<file path="src/rtl/ddr3_cmd_pkg.sv">
`timescale 1ns/1ps
package ddr3_cmd_pkg;
  typedef enum logic [2:0] {
    CMD_NOP = 3'd0,
    CMD_ACT = 3'd1,
    CMD_RD  = 3'd2,
    CMD_WR  = 3'd3,
    CMD_PRE = 3'd4,
    CMD_MRS = 3'd5
  } cmd_e;

  typedef enum logic [1:0] {
    BURST_FIX8 = 2'b00,
    BURST_OTF  = 2'b01,
    BURST_FIX4 = 2'b10
  } burst_mode_e;
endpackage

</file>
<file path="src/rtl/ddr3_mode_regs.sv">
`timescale 1ns/1ps
module ddr3_mode_regs
  import ddr3_cmd_pkg::*;
#(
  parameter int BANK_W = 3,
  parameter int LAT_W  = 5,
  parameter int CL_MIN = 6,
  parameter int CL_MAX = 10
) (
  input  logic              clk_i,
  input  logic              rst_ni,
  input  cmd_e              cmd_i,
  input  logic [BANK_W-1:0] ba_i,
  input  logic [6:0]        op_i,
  output logic [LAT_W-1:0]  cl_o,
  output logic [LAT_W-1:0]  al_o,
  output burst_mode_e       bl_mode_o,
  output logic              burst_il_o
);
  localparam int CL_OFS = 4;

  logic [LAT_W-1:0] cl_q, cl_new;
  logic [1:0]       al_sel_q;
  burst_mode_e      bl_q;
  logic             il_q;
  logic             mr0_ok;

  assign cl_new = LAT_W'(op_i[6:4]) + LAT_W'(CL_OFS);
  assign mr0_ok = (cl_new >= LAT_W'(CL_MIN)) && (cl_new <= LAT_W'(CL_MAX))
                  && (op_i[1:0] != 2'b11);

  always_ff @(posedge clk_i or negedge rst_ni) begin
    if (!rst_ni) begin
      cl_q     <= LAT_W'(CL_MIN);
      al_sel_q <= 2'b00;
      bl_q     <= BURST_FIX8;
      il_q     <= 1'b0;
    end else if (cmd_i == CMD_MRS) begin
      if (ba_i == BANK_W'(0)) begin
        if (mr0_ok) begin
          cl_q <= cl_new;
          il_q <= op_i[3];
          bl_q <= burst_mode_e'(op_i[1:0]);
        end
      end else if (ba_i == BANK_W'(1)) begin
        if (op_i[4:3] != 2'b11) al_sel_q <= op_i[4:3];
      end
    end
  end

  always_comb begin
    unique case (al_sel_q)
      2'b01:   al_o = cl_q - LAT_W'(1);
      2'b10:   al_o = cl_q - LAT_W'(2);
      default: al_o = '0;
    endcase
  end

  assign cl_o       = cl_q;
  assign bl_mode_o  = bl_q;
  assign burst_il_o = il_q;
endmodule

</file>
<file path="config.mk">
export PLATFORM = sky130hd
export DESIGN_NAME = ddr3_mode_regs
export DESIGN_NICKNAME = d
export VERILOG_FILES = /design/src/rtl/ddr3_cmd_pkg.sv /design/src/rtl/ddr3_mode_regs.sv
export SDC_FILE = /design/constraint.sdc
export NUM_CORES = 1
export LEC_CHECK = 0
export ABC_CLOCK_PERIOD_IN_PS = 1270
export CAP_MARGIN = 15
export CORE_UTILIZATION = 37
export CTS_BUF_LIST = sky130_fd_sc_hd__clkbuf_4 sky130_fd_sc_hd__clkbuf_8
export DETAILED_ROUTE_END_ITERATION = 6
export GPL_TIMING_DRIVEN = 1
export PLACE_DENSITY = 0.77
export SLEW_MARGIN = 20
export SYNTH_ARGS = -nofsm -noshare
export SYNTH_HDL_FRONTEND = slang
export SYNTH_SLANG_ARGS = --single-unit
</file>
<file path="constraint.sdc">
create_clock -name clk_i -period 1.27 [get_ports clk_i]
set_input_delay 0.254 -clock clk_i [delete_from_list [all_inputs] [get_ports clk_i]]
set_output_delay 0.254 -clock clk_i [all_outputs]
set_load 0.05 [all_outputs]
</file>
==> run_results.csv, run 1 <==
group,metric,value,unit
global_routing,grt_start_max_net_pins,10,
timing,grt-worst-endpoint,"al_o[2]",
yosys,synth.avg_cell_area,10.3,um2
timing,worst_endpoint_kind,"output port",
clock_network,cts_sinks,9,
clock_network,hold_buffers,0,
die,fp-row-count,13,
yosys,synthFlopType,"dfrtp_1",
die,die_y,41.5,um
die,initial_utilization,41.7,%
yosys,synthMuxAreaShare,15.4,%
yosys,synth-seq-area-share,39.5,%
status,haltStage,"5_1_grt",
placement,placed_cells,114,
clock_network,clockRootBuffer,"clkbuf_4",
yosys,ys_ff_latch,9,
yosys,synth-simple-area-share,14.8,%
clock_network,htree_levels,1,
yosys,synth_top_family_by_area,"multiplexers",
placement,place_hpwl,1570,um
yosys,synthXorXnorAreaFrac,1.52,%
global_routing,antenna_found_initial,0,
die,fp.dieW,41.5,um
placement,place.gp.congestion,0.779,
yosys,yosys_warnings,0,
clock_network,cts_made_buffers,3,
placement,dp_slack,-0.591,ns
yosys,synth_edf_count,0,
placement,io_buffers,25,
yosys,async_flop_share,100,%
yosys,synth_area,577,um2
yosys,synth_adder_area_share,10.8,%
die,io_pins,28,
yosys,syn-num-nets,76,
yosys,synth_cell_types,23,
yosys,synth_compound_area_share,12.1,%
status,firstError,"[ERROR DPL-0033] detailed placement checks failed during check placement.",
yosys,synthCells,56,
clock_network,cts_buffer_depth,2,
status,status,"did not finish",
[cell families after synthesis]
group / after synthesis
buffers and inverters: 7
adder cells (fa/ha/maj): 5
multiplexers: 8
XOR/XNOR: 1
AO/OA/AOI/OAI: 9
flip-flops: 9
other: 1
AND/OR/NAND/NOR: 16
[repair_timing]
action / in CTS
buffers inserted: 3
setup endpoints to repair: 17
pin swaps: 8
gates resized for setup: 38
[metrics by stage]
| stage | cell area [um2] | TNS, ns |
|---|---|---|
| after floorplan | 713 | -3.11 |
| after global placement | 1240 | -5.36 |
| after detailed placement | 1240 | -5.98 |
| after CTS | 1330 | -3.37 |
[cell usage after synthesis, drive strengths merged (2+ instances only)]
cell type,instances,area (um2)
ha,5,62.6
dfstp,2,52.6
nor2,4,15.0
mux2,7,78.8
dfrtp,7,175
nor2b,2,12.5
a21oi,5,25.0
nand3,4,20.0
inv,6,22.5
o21ai,2,10.0
==> run 2, diff against run 1 <==
- ABC_CLOCK_PERIOD_IN_PS: 1270 -> 1700
- CORE_AREA: unset -> 2 2 63 65
- CORE_UTILIZATION: 37 -> unset
- CTS_BUF_LIST: sky130_fd_sc_hd__clkbuf_4 sky130_fd_sc_hd__clkbuf_8 -> unset
- DIE_AREA: unset -> 0 0 65 67
- PLACE_DENSITY: 0.77 -> unset
- PLACE_DENSITY_LB_ADDON: unset -> 0.15
- clock period: 1.27 -> 1.7 ns (I/O delays scaled with it)
==> run 2 against run 1 <==
Synthesized cell count stayed put. Synthesized area stayed put. The flow now finishes, with violations (negative setup slack).
==> run_results.csv, run 2 <==
group,metric,value,unit
clock_network,cts_buffer_depth,2,
status,violations,"negative setup slack",
placement,placed_cell_area,1160,um2
die,io_pins,28,
pwr,power_density,1050,nW/um2
timing,fin_hold_ws,0.405,ns
detailed_routing,wirelength,1550,um
timing,finalWorstSetupSlack,-0.204,ns
finish,final_core_util,35.6,%
critical_path,cp-end-kind,"output pin",
clock_network,path_clk_slew,0.04,ns
timing,finalHoldViolCount,0,
finish,register_area,236,um2
pwr,leakagePower,0.537,nW
critical_path,cp.arrival,1.56,ns
die,initial_utilization,16.0,%
die,fp.dieW,65,um
placement,place.gp.congestion,0.712,
finish,fillers,376,
placement,io_buffers,25,
critical_path,slowest_delay,0.63,ns
yosys,yosys.area.top_type,"dfrtp_1",
pwr,p_int,0.812,mW
yosys,async_flop_share,100,%
die,design.core.area,3610,um2
finish,diodes,0,
yosys,synthCells,56,
finish,nets,119,
critical_path,cp.required,1.36,ns
clock_network,htree_levels,1,
critical_path,cp_cell_sequence,"inv_6, ha_4, xor2_2, a21oi_2, nor2_4, buf_12",
timing,final-max-slew-violation-count,0,
finish,largest_register_ffs,4,
pwr,p_total,1.35,mW
timing,fin_tns_setup,-0.756,ns
critical_path,r2r_start,"cl_o[1]",
clock_network,cts_made_buffers,3,
clock_network,tritoncts,"yes",
critical_path,path_delay_family,"flip-flops",
clock_network,clk_latency,0.23,ns
critical_path,cp-start-kind,"flip-flop",
pwr,power_frac_seq,22.1,%
timing,fin_crit_sh,112,%
detailed_routing,dr.pass1.iters,2,
yosys,syn-num-nets,76,
global_routing,antenna_found_initial,0,
global_routing,grt-ovfl-total,0,
pwr,power_frac_comb,60.0,%
pwr,ir_worst_vdd,0.479,mV
critical_path,r2r_cells,2,
status,status,"finished, violations left",
clock_network,cts_sinks,9,
finish,layout_common_cells,"buf_4, clkdlybuf4s50_1, buf_12, mux2_4, dfrtp_1",
yosys,synth_area,577,um2
detailed_routing,antenna_left,0,
yosys,ys_ff_latch,9,
yosys,synth-seq-area-share,39.5,%
timing,rsz0062_at_grt,"yes",
die,die-area,4360,um2
finish,mostFrequentLayoutCell,"buf_4",
yosys,synth_area_leaders,"dfrtp_1, mux2_2, ha_1",
critical_path,critPathKind,"reg2out",
pwr,swShare,39.7,%
global_routing,grt_pass1_vias,610,
detailed_routing,first_iter_violations,3,
global_routing,grt_pass1_wl,2680,um
finish,stdcell_area,1280,um2
critical_path,slowest_stage,"dfstp_4",
critical_path,reg2reg_to,"cl_o[1]",
placement,place_hpwl,1310,um
timing,skew,0,ns
critical_path,ff2ff_setup_slack,0.73,ns
hold_path,hold_class,"in2async",
timing,fmax,525,MHz
pwr,p_sw,0.534,mW
yosys,synth.avg_cell_area,10.3,um2
yosys,synthFlopType,"dfrtp_1",
timing,fin_crit,1.90,ns
detailed_routing,drt_drc_violations_left,0,
finish,syn_to_final_growth,123,%
die,fp-row-count,22,
global_routing,grt_start_max_net_pins,10,
timing,finalSetupViolations,5,
yosys,synth_commonest_cells,"dfrtp_1, mux2_2, inv_1",
die,die_y,67,um
yosys,synth_edf_count,0,
yosys,yosysTopAreaCellShare,30.4,%
yosys,yosys_warnings,0,
finish,final_cells,146,
detailed_routing,vias_per_cell,3.88,
placement,placed_cells,141,
clock_network,clockRootBuffer,"clkbuf_8",
placement,dp_slack,-0.240,ns
pwr,power_frac_clock,18.0,%
yosys,synth_cell_types,23,
critical_path,path_buf_inv,2,
job,cap_viol_max_count,0,
global_routing,track_usage,8.23,%
detailed_routing,wl_per_cell,10.6,um
detailed_routing,dr_total_vias,566,
finish,final_layout_size_suffix_gt1_share,66.3,%
finish,multi_input_area,472,um2
critical_path,cp_max_fo,3,
critical_path,crit_start,"cl_o[1]",
[run 2: routing by layer]
layer / vias to the layer above / global-route usage [%] / wire, um
met4: 0 / 4.79 / 8
met3: 2 / 1.18 / 92
met1: 270 / 8.39 / 621
li1: 275 / - / -
met5: - / 0 / 0
met2: 19 / 15.9 / 824
[run 2: cell families after synthesis]
group	share of synthesized area (%)
muxes	15.4
AOI/OAI and AO/OA	12.1
and+or+nand+nor	14.8
adders and majority gates	10.8
xor gates and xnor gates	1.52
other	0.650
buffers and inverters	5.21
DFF	39.5
[run 2: worst max-delay path by stage]
stage / endpoint / slack, ns / depth (start not counted)
6_report: al_o[2] / -0.20 / 6
5_1_grt: al_o[2] / -0.26 / 6
4_1_cts: al_o[2] / -0.23 / 6
3_5_place_dp: burst_il_o / -0.24 / 6
3_3_place_gp: burst_il_o / -0.23 / 6
2_1_floorplan: al_o[3] / -0.21 / 5
[run 2: worst register-to-register path: cells and delay by family (launching register included)]
family,cells,cell delay [ns]
buffers and inverters,1,0.14
muxes,1,0.14
DFF,1,0.63
[run 2: power by group through the flow]
| stage | clock network [mW] | logic [mW] | registers (mW) |
|---|---|---|---|
| global route | 0.263 | 0.860 | 0.303 |
| CTS | 0.254 | 0.797 | 0.299 |
| floorplan | 0 | 0.339 | 0.383 |
| detailed placement | 0 | 0.759 | 0.300 |
| global placement | 0 | 0.755 | 0.298 |
| finish | 0.242 | 0.807 | 0.297 |
[run 2: layout make-up]
type	count	area share [%]
Multi-Input combinational cell	40	36.7
Timing Repair Buffer	39	34.3
Sequential cell	9	18.4
Tap cell	48	4.68
Clock buffer	4	3.51
Inverter	6	2.34
[run 2: timing repair]
item                       in CTS  in global routing
pin swaps                       6                  6
setup buffers                   0                  1
hold buffers                    0                  0
setup endpoints to repair       8                 11
resized for setup              10                 12
(Power assumes the default switching activity.)
